`src/rtl/mrs_seq_pkg.sv`:
```
package mrs_seq_pkg;

   localparam int SLOTS = 6;
   localparam int IDX_W = 3;

   typedef enum logic [2:0] {
      ST_IDLE,
      ST_PWRUP,
      ST_PULSE,
      ST_GAP,
      ST_FINISH
   } seq_state_t;

   function automatic int us_to_cycles(input int mhz, input int us);
      return mhz * us;
   endfunction

   function automatic int max3(input int a, input int b, input int c);
      int m;
      m = (a > b) ? a : b;
      return (m > c) ? m : c;
   endfunction

endpackage

```
`src/rtl/mrs_cfg_capture.sv`:
```
module mrs_cfg_capture #(
   parameter int VAL_W       = 28,
   parameter int SLOTS       = 6,
   parameter bit CAPTURE_CFG = 1'b1
) (
   input  logic                   clk,
   input  logic                   rst_n,
   input  logic                   load,
   input  logic [SLOTS*VAL_W-1:0] vals_in,
   input  logic                   dual_in,
   output logic [SLOTS*VAL_W-1:0] vals_out,
   output logic                   dual_out
);

   generate
      if (CAPTURE_CFG) begin : g_capture
         logic [SLOTS*VAL_W-1:0] vals_q;
         logic                   dual_q;
         always_ff @(posedge clk or negedge rst_n) begin
            if (!rst_n) begin
               vals_q <= '0;
               dual_q <= 1'b0;
            end else if (load) begin
               vals_q <= vals_in;
               dual_q <= dual_in;
            end
         end
         assign vals_out = vals_q;
         assign dual_out = dual_q;
      end else begin : g_live
         assign vals_out = vals_in;
         assign dual_out = dual_in;
      end
   endgenerate

endmodule

```
`src/rtl/mrs_slot_mux.sv`:
```
module mrs_slot_mux #(
   parameter int VAL_W    = 28,
   parameter int CMD_W    = 32,
   parameter int RANK_BIT = 28,
   parameter int SLOTS    = 6,
   parameter int IDX_W    = 3
) (
   input  logic [SLOTS*VAL_W-1:0] vals,
   input  logic [IDX_W-1:0]       idx,
   input  logic                   rank,
   output logic [CMD_W-1:0]       word,
   output logic                   long_dwell
);

   logic [VAL_W-1:0] slot_val [SLOTS];

   genvar g;
   generate
      for (g = 0; g < SLOTS; g++) begin : g_unpack
         assign slot_val[g] = vals[g*VAL_W +: VAL_W];
      end
   endgenerate

   logic [VAL_W-1:0] sel_val;

   always_comb begin
      sel_val = '0;
      for (int k = 0; k < SLOTS; k++) begin
         if (idx == IDX_W'(k)) sel_val = slot_val[k];
      end
   end

   always_comb begin
      word = '0;
      word[VAL_W-1:0] = sel_val;
      word[RANK_BIT] = word[RANK_BIT] | rank;
   end

   // slot 0 is the device reset command, which needs the long dwell
   assign long_dwell = (idx == '0);

endmodule

```
`src/rtl/mrs_dwell_timer.sv`:
```
module mrs_dwell_timer #(
   parameter int CNT_W = 16
) (
   input  logic             clk,
   input  logic             rst_n,
   input  logic             load,
   input  logic [CNT_W-1:0] load_val,
   output logic             expired
);

   logic [CNT_W-1:0] cnt;

   always_ff @(posedge clk or negedge rst_n) begin
      if (!rst_n)            cnt <= '0;
      else if (load)         cnt <= load_val;
      else if (cnt != '0)    cnt <= cnt - 1'b1;
   end

   assign expired = (cnt == '0);

   // a non-zero count must drain by exactly one per cycle (R5 timing basis)
   assert_timer_step_R5: assert property (@(posedge clk) disable iff (!rst_n)
      (!load && cnt != '0) |=> (cnt == $past(cnt) - 1'b1));

endmodule

```
`src/rtl/mrs_init_seq.sv`:
```
module mrs_init_seq #(
   parameter int CLK_MHZ        = 100,
   parameter int PWRUP_US       = 200,
   parameter int RESET_DWELL_US = 10,
   parameter int MR_DWELL_US    = 1,
   parameter int VAL_W          = 28,
   parameter int CMD_W          = 32,
   parameter int RANK_BIT       = 28,
   parameter int CFG_W          = 32,
   parameter int CHAN_IDX       = 0,
   parameter bit CAPTURE_CFG    = 1'b1
) (
   input  logic             clk,
   input  logic             rst_n,
   input  logic             start,
   input  logic [CFG_W-1:0] rank_cfg,
   input  logic [VAL_W-1:0] mr63_val,
   input  logic [VAL_W-1:0] mr10_val,
   input  logic [VAL_W-1:0] mr3_val,
   input  logic [VAL_W-1:0] mr1_val,
   input  logic [VAL_W-1:0] mr2_val,
   input  logic [VAL_W-1:0] mr11_val,
   output logic [CMD_W-1:0] cmd_word,
   output logic             cmd_strobe,
   output logic             seq_done,
   output logic             busy
);
   import mrs_seq_pkg::*;

   localparam int N_PWR    = us_to_cycles(CLK_MHZ, PWRUP_US);
   localparam int N_RST    = us_to_cycles(CLK_MHZ, RESET_DWELL_US);
   localparam int N_STD    = us_to_cycles(CLK_MHZ, MR_DWELL_US);
   localparam int N_MAX    = max3(N_PWR, N_RST, N_STD);
   localparam int CNT_W    = $clog2(N_MAX + 1);
   localparam int DUAL_BIT = 17 - CHAN_IDX;
   localparam logic [IDX_W-1:0] LAST_IDX = IDX_W'(SLOTS - 1);

   generate
      if (CHAN_IDX < 0 || CHAN_IDX > 1)
         $error("CHAN_IDX must be 0 or 1");
      if (DUAL_BIT >= CFG_W)
         $error("rank_cfg too narrow for the dual-rank bit");
      if (RANK_BIT < VAL_W || RANK_BIT >= CMD_W)
         $error("RANK_BIT must sit above the value and inside the command word");
      if (N_PWR < 1 || N_RST < 1 || N_STD < 1)
         $error("every interval must be at least one cycle");
   endgenerate

   seq_state_t        state;
   logic [IDX_W-1:0]  idx;
   logic              rank;
   logic              accept;
   logic              dual_rank;
   logic [SLOTS*VAL_W-1:0] vals_all;
   logic [SLOTS*VAL_W-1:0] vals_use;
   logic [CMD_W-1:0]  slot_word;
   logic              slot_long;
   logic              t_load;
   logic [CNT_W-1:0]  t_val;
   logic              t_exp;
   logic              last_write;

   assign accept   = (state == ST_IDLE) && start;
   assign vals_all = {mr11_val, mr2_val, mr1_val, mr3_val, mr10_val, mr63_val};

   mrs_cfg_capture #(
      .VAL_W       (VAL_W),
      .SLOTS       (SLOTS),
      .CAPTURE_CFG (CAPTURE_CFG)
   ) u_cap (
      .clk      (clk),
      .rst_n    (rst_n),
      .load     (accept),
      .vals_in  (vals_all),
      .dual_in  (rank_cfg[DUAL_BIT]),
      .vals_out (vals_use),
      .dual_out (dual_rank)
   );

   mrs_slot_mux #(
      .VAL_W    (VAL_W),
      .CMD_W    (CMD_W),
      .RANK_BIT (RANK_BIT),
      .SLOTS    (SLOTS),
      .IDX_W    (IDX_W)
   ) u_mux (
      .vals       (vals_use),
      .idx        (idx),
      .rank       (rank),
      .word       (slot_word),
      .long_dwell (slot_long)
   );

   mrs_dwell_timer #(
      .CNT_W (CNT_W)
   ) u_tmr (
      .clk      (clk),
      .rst_n    (rst_n),
      .load     (t_load),
      .load_val (t_val),
      .expired  (t_exp)
   );

   assign last_write = (idx == LAST_IDX) && (rank || !dual_rank);

   always_comb begin
      t_load = 1'b0;
      t_val  = '0;
      case (state)
         ST_IDLE: begin
            t_load = accept;
            t_val  = CNT_W'(N_PWR - 1);
         end
         ST_PWRUP, ST_GAP: begin
            t_load = (state == ST_GAP) || t_exp;
            t_val  = slot_long ? CNT_W'(N_RST - 1) : CNT_W'(N_STD - 1);
         end
         default: ;
      endcase
   end

   always_ff @(posedge clk or negedge rst_n) begin
      if (!rst_n) begin
         state    <= ST_IDLE;
         idx      <= '0;
         rank     <= 1'b0;
         cmd_word <= '0;
      end else begin
         case (state)
            ST_IDLE: begin
               if (start) begin
                  state <= ST_PWRUP;
                  idx   <= '0;
                  rank  <= 1'b0;
               end
            end
            ST_PWRUP: begin
               if (t_exp) begin
                  state    <= ST_PULSE;
                  cmd_word <= slot_word;
               end
            end
            ST_PULSE: begin
               if (t_exp) begin
                  if (last_write) begin
                     state <= ST_FINISH;
                  end else begin
                     state <= ST_GAP;
                     if (idx == LAST_IDX) begin
                        idx  <= '0;
                        rank <= 1'b1;
                     end else begin
                        idx <= idx + 1'b1;
                     end
                  end
               end
            end
            ST_GAP: begin
               state    <= ST_PULSE;
               cmd_word <= slot_word;
            end
            ST_FINISH: state <= ST_IDLE;
            default:   state <= ST_IDLE;
         endcase
      end
   end

   assign cmd_strobe = (state == ST_PULSE);
   assign seq_done   = (state == ST_FINISH);
   assign busy       = (state != ST_IDLE);

   assert_pwrup_quiet_R2: assert property (@(posedge clk) disable iff (!rst_n)
      $rose(busy) |-> !cmd_strobe);

   assert_word_stable_R4: assert property (@(posedge clk) disable iff (!rst_n)
      (cmd_strobe && $past(cmd_strobe)) |-> $stable(cmd_word));

   assert_rank1_needs_dual_R6: assert property (@(posedge clk) disable iff (!rst_n)
      (cmd_strobe && cmd_word[RANK_BIT]) |-> dual_rank);

   assert_done_after_strobe_R7: assert property (@(posedge clk) disable iff (!rst_n)
      $rose(seq_done) |-> $past(cmd_strobe));

   assert_done_single_R7: assert property (@(posedge clk) disable iff (!rst_n)
      seq_done |=> (!seq_done && !busy));

   assert_busy_start_ignored_R8: assert property (@(posedge clk) disable iff (!rst_n)
      (busy && !seq_done && start) |=> busy);

endmodule

```
`config.mk`:
```
export PLATFORM = sky130hd
export DESIGN_NAME = mrs_init_seq
export DESIGN_NICKNAME = d
export VERILOG_FILES = /design/src/rtl/mrs_seq_pkg.sv /design/src/rtl/mrs_cfg_capture.sv /design/src/rtl/mrs_slot_mux.sv /design/src/rtl/mrs_dwell_timer.sv /design/src/rtl/mrs_init_seq.sv
export SDC_FILE = /design/constraint.sdc
export NUM_CORES = 1
export LEC_CHECK = 0
export BUFFER_PORTS_ARGS = -buffer_cell sky130_fd_sc_hd__buf_2
export CORE_MARGIN = 2
export CORE_UTILIZATION = 50
export CTS_BUF_LIST = sky130_fd_sc_hd__clkbuf_8
export CTS_CLUSTER_DIAMETER = 100
export DETAILED_ROUTE_END_ITERATION = 6
export PLACE_DENSITY = 0.75
export SLEW_MARGIN = 20
export SYNTH_ARGS = -nofsm -noshare
export SYNTH_HDL_FRONTEND = slang
export SYNTH_SLANG_ARGS = --single-unit
```
`constraint.sdc`:
```
create_clock -name clk -period 2.9 [get_ports clk]
set_clock_uncertainty 0.15 [all_clocks]
set_input_delay 0.29 -clock clk [delete_from_list [all_inputs] [get_ports clk]]
set_output_delay 0.29 -clock clk [all_outputs]
set_load 0.02 [all_outputs]
```
### Word-level counts from Yosys, hierarchy flattened

Index checks and enable logic that the tools add are counted.

* latch bits: 0
* bits in writable memories: 0
* memories kept: 0
* output and inout bits: 35
* flip-flop bits (word level): 223
* memory bits (read-only): 0

* $add $sub $neg: 2
* div/mod/pow operators: 0
* reductions and logical operators: 18
* $mul: 0
* muxes and demuxes: 28
* shift-type cells: 0
* $lt $le $gt $ge: 0
* eq/ne operators: 14
* bitwise logic cells: 0

Operator list (count)
* 2-to-1 mux 28 bit: 6
* one-hot mux 32 bit (2 select lines): 1
* 2-to-1 mux 32 bit: 1
* 2-to-1 mux 15 bit: 2
* one-hot mux 15 bit (2 select lines): 1
* 2-to-1 mux 3 bit: 8
* logical NOT 15 bit: 1
* nonzero test 15 bit: 1
* subtractor 15 x 1 -> 15 bit, second input constant: 1
* == test 3 x 2 -> 1 bit, second input constant: 4
* one-hot mux 3 bit (4 select lines): 1
* 2-to-1 mux 10 bit: 1
* == test 3 bit, second input constant: 3
* == test 3 x 1 -> 1 bit, second input constant: 2
* logical NOT 3 bit: 2
* inequality test 2 bit, second input constant: 3
* one-hot mux 3 bit (2 select lines): 1
* nonzero test 2 bit: 3
* AND reduction 5 bit: 1
* 2-to-1 mux 1 bit: 4
* inequality test 2 x 1 -> 1 bit, second input constant: 2
* one-hot mux 1 bit (2 select lines): 2
* AND reduction 4 bit: 1
* adder 3 x 1 -> 3 bit, second input constant: 1
* other kinds (7): 9

### Depth between registers and ports, before layout

* depth in word-level cells: 9
* depth in mapped cells: 11
* depth with buffers taken out: 6

### Hierarchy

From an unflattened synthesis, not the netlist that was laid out.

* cell total of the unflattened synthesis: 722
* area total of the unflattened synthesis: 11018.1 um2

Modules (own cells, without submodules)
* mrs_cfg_capture: instances 1, area an instance 6693.9 um2, cells each 357
* mrs_init_seq: instances 1, area an instance 1824.2 um2, cells each 118
* mrs_slot_mux: instances 1, area an instance 1670.4 um2, cells each 168
* mrs_dwell_timer: instances 1, area an instance 829.5 um2, cells each 79

### Worst setup path before layout

OpenSTA, ideal clock, no wires.

* path kind: flip-flop to flip-flop
* from: register idx[1]
* to: register cmd_word[26]
* arrival time: 2.332 ns
* slack: 0.336 ns
* buffers on the path: 5
* library setup time: 0.083 ns
* clock period less this slack: 2.564 ns
* stages on the path, launching flop included: 12
* data required time: 2.667 ns
* path through: dfrtp_1 > clkbuf_1 > clkbuf_1 > clkbuf_1 > and2_1 > ha_1 > clkbuf_1 > clkbuf_1 > nand3_1 > o21ai_0 > a31oi_1 > o21ai_0

* longest elaborated chain between the ends: 9

RTL lines
* from (decl): line mrs_init_seq.sv:50 `logic [IDX_W-1:0] idx;`
* from (signal assigned): line mrs_init_seq.sv:153 `idx <= idx + 1'b1;`
* logical NOT 3 bit: line mrs_slot_mux.sv:29 `if (idx == IDX_W'(k)) sel_val = slot_val[k];`
* 2-to-1 mux 28 bit (5 in series): line mrs_slot_mux.sv:29
* 2-to-1 mux 28 bit (*): line mrs_slot_mux.sv:29
* 2-to-1 mux 32 bit: line mrs_init_seq.sv:138 `if (t_exp) begin`
* one-hot mux 32 bit (2 select lines) (*): line mrs_init_seq.sv:129 `case (state)`
* to (signal assigned): line mrs_init_seq.sv:140 `cmd_word <= slot_word;`
* to (signal assigned): line mrs_init_seq.sv:160 `cmd_word <= slot_word;`
* to (decl): line mrs_init_seq.sv:23 `output logic [CMD_W-1:0] cmd_word,`

Every way passes the cells marked *; elsewhere a longest branch is shown, timed or not. The select of a mux whose other input is x is not followed.
A chain may end at the register's enable or synchronous reset.

### Worst setup path after layout

* from: register state[1]
* to: output port cmd_strobe

* longest elaborated chain between the ends: 1

RTL lines
* from (decl): line mrs_init_seq.sv:49 `seq_state_t state;`
* from (signal assigned): line mrs_init_seq.sv:124 `state <= ST_IDLE;`
* from (signal assigned): line mrs_init_seq.sv:132 `state <= ST_PWRUP;`
* from (signal assigned): line mrs_init_seq.sv:139 `state <= ST_PULSE;`
* == test 3 x 2 -> 1 bit: line mrs_init_seq.sv:168 `assign cmd_strobe = (state == ST_PULSE);`
* to (decl): line mrs_init_seq.sv:24 `output logic cmd_strobe,`

No other way between the ends.

==> summary.md <==
| Metric | Value |
|---|---|
| Crit Path Class | reg2out |
| Final worst slack | 0.351 ns |
| GRT Overall Usage | 0.294 |
| Busiest grt layer | met2 |
| Met3 GRT Util | 0.0547 |
| Area used by multi-input combinational logic | 0.00441 sq mm |
| Detailed-placement wirelength estimate | approximately 18 mm |
| Worst path cell trace | nor3b_1 > buf_2 |
| Reg2Reg Depth | 7 |
| Nets | 1731 |
| Share of cells above drive strength 1 | 0.202 |
| Worst EP required | 2.46 ns |
| Mapped Cells | 1175 |
| # diodes | 0 |
| CTS tree | yes |
| Post-synth top cells | nand2_1, dfrtp_1, clkbuf_1 |
| Final setup fails | 0 |
| CP top delay family | simple AND/OR/NAND/NOR gates |
| Slew Viols, Final | 0 |
| Met1 Use GR | 0.352 |
| Drt drc | 0 |
| Most common cell in the synthesized netlist | nand2_1 |
| CORE AREA | 0.0202 sq mm |
| WP buf/inv | 1 |
| Worst slew margin | 0.239 |
| Hold Path Cell Cnt | 3 |
| Critical path launch point type | flop |
| RSZ-0062 raised after global routing | no |
| Setup TNS | 0 ns |
| Post-route insts no fill | 1816 |
| Post-route clock period utilization | 0.879 |
| Critical path depth | 2 |
| Gr ovfl total | 0 |
| Die X | approximately 150 microns |
| Max VDD drop | 0.000370 V |
| Fillers | 1479 |
| Die area | about 0.022 sq mm |
| FMAX | 392 MHz |
| Main area contributors after synthesis | dfrtp_1, nand2_1, mux2_2 |
| WHS | 0.0652 ns |
| Clk buf depth | 3 |
| Leak pwr | just over 0.007 uW |
| Final WL | 31.6 mm |
| Register area share after synthesis | 0.536 |
| H-tree lvl count | 2 |
| Yosys top cell by area | dfrtp_1 |
| Max Fanout on Critical Path | 9 |
| Worst skew pair latency | 0.53 ns |
| TritonRoute pass-1 iters | 5 |
| Pwr Density | 514 mW/mm^2 |
| 1st-iter DRT viols | 687 |
| Post-place setup slack | ~0.53 ns |
| CP max-delay cell | nor3b_1 |
| Met2 GRT Util | 0.506 |
| Library cells used by synthesis | 49 |
| Endpoint type of the worst setup path | output port |
| Worst min path class | in2reg |
| Number of placed I/O pins | approximately 240 |
| Max incr delay on CP | 0.78 ns |
| Ys Warns | 0 |
| Clock Root Buffer | clkbuf_8 |
| Arr. time, crit path | 2.11 ns |
| Final antenna-violating net count | 0 |
| Seq. cell area | 0.00551 sq mm |
| Post-Synthesis Cell Area | 0.0103 sq mm |
| Clock transition at path regs | ~0.060 ns |
| Tightest Pin Transition | 1.14 ns |
| MaxCap Viol Count | 0 |
| Synth-to-Final Area Change | 36.0% |
| Yosys top cell area share | 0.536 |
| PortBufs | 203 |
| Routed vias/inst | 5.39 |
| CTS Buf Count | 37 |
| Initial Util | 0.509 |
| Seq cells post-synth | 220 |
| Setup Buffers After CTS | 0 |
| Cells after DPL | 1586 |
| Number of flops mapped to enable cells by yosys | 0 |
| Largest net degree at the start of global routing | 112 |
| Mean Syn Cell Area | 8.74 sq um |
| Clk sinks | 220 |
| Via count | 9795 |
| Die Y | 147 microns |
| Final min period | 2.55 ns |
| Rows | 52 |
| Hold Vio Cnt, Final | 0 |
| Design Area, Final | 0.0140 sq mm |
| GP Congestion | between 0.8 and 0.9 |
| Synth Flop Type | dfrtp_1 |
| First-pass GRT wire length | 50.2 mm |
| Outcome | finished clean |
| Vias in the first global route | just under 10000 |
| Placed inst area | ~0.012 sq mm |
| Initial antenna violation count | 0 |
| Post-DR wirelength/cell | roughly 17 microns |
| Async S/R FF share, synth | 1.00 |
## cells by family (layout without fill, tap and decap cells)
group           Yosys count  in the layout  synth area share
compound gates          140            140            0.0896
xor+xnor                 13             13            0.0111
fa+ha+maj                 3              3           0.00365
buf+inv                  92            461            0.0373
flops                   220            220             0.536
mux                      59             59            0.0611
other cells               1              3          0.000365
simple gates            647            647             0.261
## registers in the layout (all words and copies together), names as in the netlist
name and count:
cmd_word 29, u_cap.vals_out 168, u_cap.dual_out 1, idx 3, rank 1, u_tmr.cnt 15, state 3
## layer usage
metal / part of all wire / wire [microns]
met2: 0.50 / 15800
met1: 0.38 / 12100
met4: 0.053 / 1670
met3: 0.064 / 2010
met5: 0 / 0
## cells in the final DEF, fill, tap and decap left out, drive strengths merged, types with 3 or more instances in the layout
master,synthesis,final
nand2,517,517
buf,20,226
dfrtp,220,220
dlygate4sd3,0,170
o21ai,66,66
nand3,60,60
clkbuf,67,45
nand2b,30,30
mux2,30,30
mux2i,29,29
a221o,28,28
a31oi,28,28
inv,5,18
xnor2,12,12
nor3,7,7
nor2,7,7
a21oi,5,5
nor4,4,4
or3,4,4
conb,1,3
nor2b,3,3
ha,3,3
## final cells by class
type | count | area share
Clock inverter | 15 | 0.00457
Sequential cell | 220 | 0.394
Tap cell | 270 | 0.0242
Multi-Input combinational cell | 865 | 0.316
Inverter | 5 | 0.00134
Clock buffer | 45 | 0.0443
Timing Repair Buffer | 396 | 0.216
## worst paths after layout
| check | slack [ns] | to | startpoint |
|---|---|---|---|
| hold reg to reg | 0.32 | u_cap.vals_out[21] | u_cap.vals_out[21] |
| min in group asynchronous | 0.21 | u_cap.vals_out[52] | rst_n |
| setup / recovery | 0.35 | cmd_strobe | state[1] |
| setup reg to reg | 0.48 | cmd_word[0] | u_tmr.cnt[0] |
| max in group asynchronous | 1.62 | u_cap.vals_out[7] | rst_n |
| hold / removal | 0.07 | u_tmr.cnt[14] | start |
## stage by stage
step / utilization / total power [uW]
floorplan: - / 4040
global placement: 0.574 / 4370
detailed placement: 0.574 / 4410
CTS: 0.693 / 7190
global route: 0.693 / 7510
finish: 0.693 / 7180
## tightest hold or removal path, cell delays in order
cell,delay (ns)
buf_2,0.12
nand2_4,0.16
o21ai_0,0.12
## power by group
part           internal, uW  switching [uW]
sequential             3350             211
clock                  1390            1230
combinational           550             455
total                  5280            1890
## what timing repair did
action / CTS / global route
resized for setup: 0 / 0
hold buffers: 170 / 0
hold endpoints to repair: 248 / 0
setup endpoints to repair: 0 / 0
(Power assumes the default switching activity.)
